==> config.mk <==
export PLATFORM = sky130hd
export DESIGN_NAME = acc_bcd_alu
export DESIGN_NICKNAME = d
export VERILOG_FILES = /design/src/rtl/acc_alu_pkg.sv /design/src/rtl/acc_alu_opsel.sv /design/src/rtl/acc_alu_adder.sv /design/src/rtl/acc_alu_decfix.sv /design/src/rtl/acc_bcd_alu.sv
export SDC_FILE = /design/constraint.sdc
export NUM_CORES = 1
export LEC_CHECK = 0
export ABC_CLOCK_PERIOD_IN_PS = 4800
export BUFFER_PORTS_ARGS = -buffer_cell sky130_fd_sc_hd__clkbuf_2
export CORE_MARGIN = 3
export CORE_UTILIZATION = 35
export DETAILED_ROUTE_END_ITERATION = 6
export GPL_ROUTABILITY_DRIVEN = 0
export PLACE_DENSITY = 0.58
export SLEW_MARGIN = 5
export SYNTH_ARGS = -nofsm -noshare
export SYNTH_HDL_FRONTEND = slang
export SYNTH_SLANG_ARGS = --single-unit
==> constraint.sdc <==
create_clock -name clk -period 4.8 [get_ports clk]
set_input_delay 0 -clock clk [delete_from_list [all_inputs] [get_ports clk]]
set_output_delay 0 -clock clk [all_outputs]
set_load 0.02 [all_outputs]
==> src/rtl/acc_alu_pkg.sv <==
package acc_alu_pkg;

   typedef enum logic [1:0] {
      OP_ADD = 2'd0,
      OP_ADC = 2'd1,
      OP_SUB = 2'd2,
      OP_SBB = 2'd3
   } alu_op_e;

   typedef enum logic [2:0] {
      SRC_OPND  = 3'd0,
      SRC_NOPND = 3'd1,
      SRC_INC   = 3'd2,
      SRC_DEC   = 3'd3,
      SRC_ZERO  = 3'd4
   } src_sel_e;

   localparam int unsigned DIGIT_W = 4;

endpackage

==> src/rtl/acc_alu_opsel.sv <==
module acc_alu_opsel
   import acc_alu_pkg::*;
#(
   parameter int unsigned W = 8
) (
   input  logic [W-1:0] opnd,
   input  logic [2:0]   src_sel,
   input  logic [1:0]   op,
   input  logic         carry_flag,
   output logic [W-1:0] b_eff,
   output logic         cin,
   output logic         is_sub
);
   logic [W-1:0] src;

   always_comb begin
      case (src_sel)
         SRC_OPND:  src = opnd;
         SRC_NOPND: src = ~opnd;
         SRC_INC:   src = {{(W-1){1'b0}}, 1'b1};
         SRC_DEC:   src = {W{1'b1}};
         default:   src = '0;
      endcase
   end

   always_comb begin
      case (alu_op_e'(op))
         OP_ADD:  begin is_sub = 1'b0; cin = 1'b0;       end
         OP_ADC:  begin is_sub = 1'b0; cin = carry_flag; end
         OP_SUB:  begin is_sub = 1'b1; cin = 1'b1;       end
         default: begin is_sub = 1'b1; cin = carry_flag; end
      endcase
   end

   // complement sits in front of the shared adder
   assign b_eff = is_sub ? ~src : src;

endmodule

==> src/rtl/acc_alu_adder.sv <==
module acc_alu_adder #(
   parameter int unsigned W   = 8,
   parameter int unsigned DIG = 4
) (
   input  logic [W-1:0]     a,
   input  logic [W-1:0]     b,
   input  logic             cin,
   output logic [W-1:0]     sum,
   output logic             c_out,
   output logic             v_out,
   output logic [W/DIG-1:0] dig_c
);
   localparam int unsigned EXT  = W + 2;
   localparam int unsigned NDIG = W / DIG;

   logic [EXT-1:0] a_x, b_x, s_x, cin_vec;

   assign a_x = {1'b0, a[W-1], a};
   assign b_x = {1'b0, b[W-1], b};
   // one widened adder: sign-extension bit for overflow, top bit for carry
   assign s_x = a_x + b_x + {{(EXT-1){1'b0}}, cin};
   // carry arriving at each bit position, recovered from the same sum
   assign cin_vec = s_x ^ a_x ^ b_x;

   assign sum   = s_x[W-1:0];
   assign c_out = s_x[W+1];
   assign v_out = s_x[W] ^ s_x[W-1];

   for (genvar g = 0; g < NDIG; g++) begin : g_dig
      assign dig_c[g] = cin_vec[(g+1)*DIG];
   end

endmodule

==> src/rtl/acc_alu_decfix.sv <==
module acc_alu_decfix #(
   parameter int unsigned W   = 8,
   parameter int unsigned DIG = 4
) (
   input  logic [W-1:0]     raw,
   input  logic [W/DIG-1:0] dig_c,
   input  logic             is_sub,
   output logic [W-1:0]     fixed,
   output logic             dec_c
);
   localparam int unsigned NDIG = W / DIG;

   logic [NDIG:0]   kc;
   logic [NDIG-1:0] need_add;

   assign kc[0] = 1'b0;

   for (genvar g = 0; g < NDIG; g++) begin : g_dig
      logic [DIG-1:0] nib;
      logic [DIG:0]   t_w;
      logic [DIG:0]   a_w;
      logic [DIG-1:0] s_w;

      assign nib         = raw[g*DIG +: DIG];
      // correction carry from the digit below joins this digit
      assign t_w         = {1'b0, nib} + {{DIG{1'b0}}, kc[g]};
      assign need_add[g] = dig_c[g] | (t_w > 5'd9);
      assign a_w         = need_add[g] ? (t_w + 5'd6) : t_w;
      assign kc[g+1]     = a_w[DIG];
      // subtract: a digit that borrowed loses six
      assign s_w         = dig_c[g] ? nib : (nib - 4'd6);
      assign fixed[g*DIG +: DIG] = is_sub ? s_w : a_w[DIG-1:0];
   end

   assign dec_c = is_sub ? dig_c[NDIG-1] : need_add[NDIG-1];

endmodule

==> src/rtl/acc_bcd_alu.sv <==
module acc_bcd_alu
   import acc_alu_pkg::*;
#(
   parameter int unsigned DATA_W = 8,
   parameter bit          DEC_EN = 1'b1
) (
   input  logic              clk,
   input  logic              rst_n,
   input  logic              wr_en,
   input  logic [2:0]        src_sel,
   input  logic [1:0]        op,
   input  logic              dec_mode,
   input  logic [DATA_W-1:0] opnd,
   output logic [DATA_W-1:0] acc_q,
   output logic              c_q,
   output logic              h_q,
   output logic              n_q,
   output logic              z_q,
   output logic              v_q
);
   localparam int unsigned NDIG = DATA_W / DIGIT_W;

   if ((DATA_W % DIGIT_W) != 0 || DATA_W < 2*DIGIT_W) begin : g_bad_width
      $error("acc_bcd_alu: DATA_W must be a multiple of the digit width and hold two digits");
   end

   logic [DATA_W-1:0] b_eff, raw_sum, fixed, res;
   logic              cin, is_sub, bin_c, bin_v, dec_c, dec_act;
   logic [NDIG-1:0]   dig_c;

   acc_alu_opsel #(.W(DATA_W)) u_opsel (
      .opnd(opnd), .src_sel(src_sel), .op(op), .carry_flag(c_q),
      .b_eff(b_eff), .cin(cin), .is_sub(is_sub)
   );

   acc_alu_adder #(.W(DATA_W), .DIG(DIGIT_W)) u_adder (
      .a(acc_q), .b(b_eff), .cin(cin),
      .sum(raw_sum), .c_out(bin_c), .v_out(bin_v), .dig_c(dig_c)
   );

   if (DEC_EN) begin : g_dec
      acc_alu_decfix #(.W(DATA_W), .DIG(DIGIT_W)) u_fix (
         .raw(raw_sum), .dig_c(dig_c), .is_sub(is_sub),
         .fixed(fixed), .dec_c(dec_c)
      );
      assign dec_act = dec_mode;
   end else begin : g_bin
      assign fixed   = raw_sum;
      assign dec_c   = bin_c;
      assign dec_act = 1'b0;
   end

   assign res = dec_act ? fixed : raw_sum;

   always_ff @(posedge clk) begin
      if (!rst_n) begin
         acc_q <= '0;
         c_q   <= 1'b0;
         h_q   <= 1'b0;
         n_q   <= 1'b0;
         z_q   <= 1'b0;
         v_q   <= 1'b0;
      end else if (wr_en) begin
         acc_q <= res;
         c_q   <= dec_act ? dec_c : bin_c;
         h_q   <= dig_c[0];
         n_q   <= res[DATA_W-1];
         z_q   <= (res == '0);
         v_q   <= dec_act ? v_q : bin_v;
      end
   end

   function automatic logic bcd_ok(input logic [DATA_W-1:0] x);
      logic ok;
      ok = 1'b1;
      for (int i = 0; i < NDIG; i++) begin
         if (x[i*DIGIT_W +: DIGIT_W] > 4'd9) ok = 1'b0;
      end
      return ok;
   endfunction

   // no strobe, no change
   p_hold_r2: assert property (@(posedge clk) disable iff (!rst_n)
      !wr_en |=> ($stable(acc_q) && $stable({c_q, h_q, n_q, z_q, v_q})));

   // zero and negative agree with the stored accumulator
   p_zero_r7: assert property (@(posedge clk) disable iff (!rst_n)
      wr_en |=> (z_q == (acc_q == '0)));
   p_neg_r7: assert property (@(posedge clk) disable iff (!rst_n)
      wr_en |=> (n_q == acc_q[DATA_W-1]));

   // decimal writes keep overflow
   p_vkeep_r11: assert property (@(posedge clk) disable iff (!rst_n)
      (wr_en && dec_mode && DEC_EN) |=> $stable(v_q));

   // adding zero keeps the accumulator and clears carry
   p_addzero_r3: assert property (@(posedge clk) disable iff (!rst_n)
      (wr_en && !dec_mode && op == OP_ADD && src_sel == SRC_ZERO)
      |=> (acc_q == $past(acc_q) && !c_q));

   // subtracting zero never borrows
   p_subzero_r4: assert property (@(posedge clk) disable iff (!rst_n)
      (wr_en && !dec_mode && op == OP_SUB && src_sel == SRC_ZERO)
      |=> (acc_q == $past(acc_q) && c_q));

   // decimal add of valid digits gives valid digits
   p_bcd_digits_r9: assert property (@(posedge clk) disable iff (!rst_n)
      (wr_en && dec_mode && DEC_EN && !op[1] && src_sel == SRC_OPND
       && bcd_ok(acc_q) && bcd_ok(opnd)) |=> bcd_ok(acc_q));

endmodule

==> metrics <==
post-synthesis cell type count=62; Area contributors post-synth=dfxtp_1, ha_1, xnor2_1; Worst-Skew Late Latency=0.24 ns; Netlist Area Pre-Place=0.00182 sq mm; Max VDD drop=0.290 mV; fin area=0.00214 sq mm; DR iter-0 viols=83; Residual DRC=0; CP required=4.98 ns; sequential share of the synthesized area=0.132; Cells after Synth=216; setup ws final=0.346 ns; pwr dens=828 mW/mm^2; HP Class=in -> reg; Routed Antenna Nets=0; ys async rst share=0; Root Buffer=clkbuf_8; unrepaired setup endpoints after global routing=no; status=completed; Post-synth EDFFs=0; die area=0.00611 sq mm; final setup fails=0; post-DR vias/cell=5.17; ANT cells=0; Routed WL=4490 microns; Cell Rows=25; DR vias=1634; DP HPWL=3700 microns; pre-CTS setup slack=0.0800 ns; CTS tree=yes; die width=78.2 microns; P&R area growth vs syn=17.5%; drt pass-1 iters=4; total track usage=0.147; Yosys top cell area share=0.132; number of cells in the finished layout apart from fillers=316; TNS Setup=0 ns; Synth Register Bits=12; clock skew=0.0105 ns; I/O Pins=30; dpl cells=309; maxcap violations=0; Synth Warn #=0; antenna violations before repair=0; Least-Margin Pin Slew=0.544 ns; Final min period=4.45 ns; P_leak=0.961 nW; CP bufs+invs=0; Longest Clk Path Bufs=2; crit path cell chain=nand2_1 -> o21ai_0 -> fa_1 -> fa_1 -> a21o_1 -> a21oi_2 -> xnor2_2 -> ha_2 -> ha_4 -> nor2b_2 -> nor2_1 -> xnor2_2 -> ha_1 -> nand2_1 -> a31o_2 -> a32oi_2 -> mux2_4 -> nor3_2 -> nand4b_1 -> o21ai_1; Setup crit end kind=flip-flop; fin nets=284; largest net degree at the start of global routing=18; syn nets=250; fmax=225 MHz; CTS buffer count=3; core box area=0.00488 sq mm; final hold vios=0; Final period util=0.928; Finished Core Util=0.439; worst hold slack=0.0398 ns; Max transition margin=0.635; Reg clk slew, reported paths=0.06 ns; family with the most delay on the worst path=adder cells; TritonCTS Sinks=12; critical path arrival=4.63 ns; total gr overflow=0; main flop type after synthesis=dfxtp_1; crit path max fanout=7; layout cell share with drive strength beyond 1=0.289; Port Buffers=29; Avg Inst Size Synth=8.44 sq um; initial core utilization=0.374; CP max-delay cell=fa_1; r2r setup slk=0.35 ns; kind of critical path=reg -> reg; CTS H-tree lvls=1; vias in the first global route=1554; Worst Setup Start Kind=flip-flop; final total power=1.77 mW; CP peak stage delay=0.43 ns; Die Height=78.2 microns; Placement Cell Area=0.00204 sq mm; Final Slew Violations=0; routed len/inst=14.2 microns; first-pass GRT wire length=7380 microns; leading area contributor after synthesis=dfxtp_1
[per-layer routing]
| metal | wire length [microns] | up-vias | track usage |
|---|---|---|---|
| met5 | 0 | - | 0 |
| met4 | 58 | 0 | 0.0385 |
| met3 | 159 | 6 | 0.0183 |
| met2 | 2100 | 33 | 0.245 |
| met1 | 2170 | 756 | 0.201 |
| li1 | - | 839 | - |
[power by group]
group / internal, mW / leakage (nW) / total [mW] / switching (mW)
logic: 0.694 / 0.833 / 1.50 / 0.807
registers: 0.130 / 0.0992 / 0.162 / 0.0323
clock network: 0.0723 / 0.0288 / 0.110 / 0.0373
[area by class of cell]
type / instances / area [sq um]
clock buffer: 4 / 55.1
timing repair buffer: 38 / 213
tap: 67 / 83.8
inverter: 6 / 22.5
multi-input combinational: 189 / 1530
fill: 514 / 2740
sequential: 12 / 240
[cell usage after synthesis, types with 3 or more instances]
| cell | instances |
|---|---|
| nand3_1 | 4 |
| xor2_1 | 4 |
| xnor2_2 | 3 |
| a21o_1 | 4 |
| dfxtp_1 | 12 |
| inv_1 | 5 |
| a211oi_1 | 5 |
| o21ai_0 | 9 |
| o211a_1 | 3 |
| and2b_1 | 4 |
| a21oi_1 | 10 |
| and2_1 | 3 |
| mux2i_1 | 6 |
| ha_1 | 15 |
| nor2_1 | 23 |
| nor3_1 | 5 |
| o211ai_1 | 3 |
| xnor2_1 | 21 |
| nor2b_1 | 7 |
| nand2_1 | 15 |
| buf_4 | 5 |
[layout by cell type, fill, tap and decap left out, drive strengths merged, types with 4 or more instances in the layout]
cell / synthesis / final
xor2: 5 / 5
clkbuf: 1 / 33
nor2b: 9 / 9
o21ai: 12 / 12
nor2: 23 / 23
o211ai: 4 / 4
nand2: 15 / 15
ha: 15 / 15
inv: 5 / 5
dfxtp: 12 / 12
o211a: 4 / 4
nand3: 5 / 5
a21o: 4 / 4
xnor2: 24 / 24
buf: 8 / 9
nor3: 6 / 6
mux2i: 6 / 6
a21oi: 13 / 13
a211oi: 6 / 6
and2b: 4 / 4
[registers in the layout, indices dropped and copies added (netlist names)]
signal,flops
z_q,1
v_q,1
acc_q,8
h_q,1
c_q,1
[worst paths after layout]
check	from	end	cells past startpoint
hold reg to reg	v_q	v_q	2
setup reg to reg	c_q	z_q	20
hold / removal	rst_n	acc_q[5]	2
setup / recovery	c_q	z_q	20
[logic make-up after synthesis]
logic type / after synthesis / synth area share
buffers and inverters: 15 / 0.0460
adder cells (fa/ha/maj): 17 / 0.125
AND/OR/NAND/NOR: 74 / 0.208
AO/OA/AOI/OAI: 59 / 0.258
multiplexers: 8 / 0.0494
XOR/XNOR: 31 / 0.182
flip-flops: 12 / 0.132
[what timing repair did]
item	4_1_cts	5_1_grt
buffers inserted	0	3
hold buffers	0	0
setup endpoints to repair	0	4
resized for setup	0	6
(Power assumes the default switching activity.)
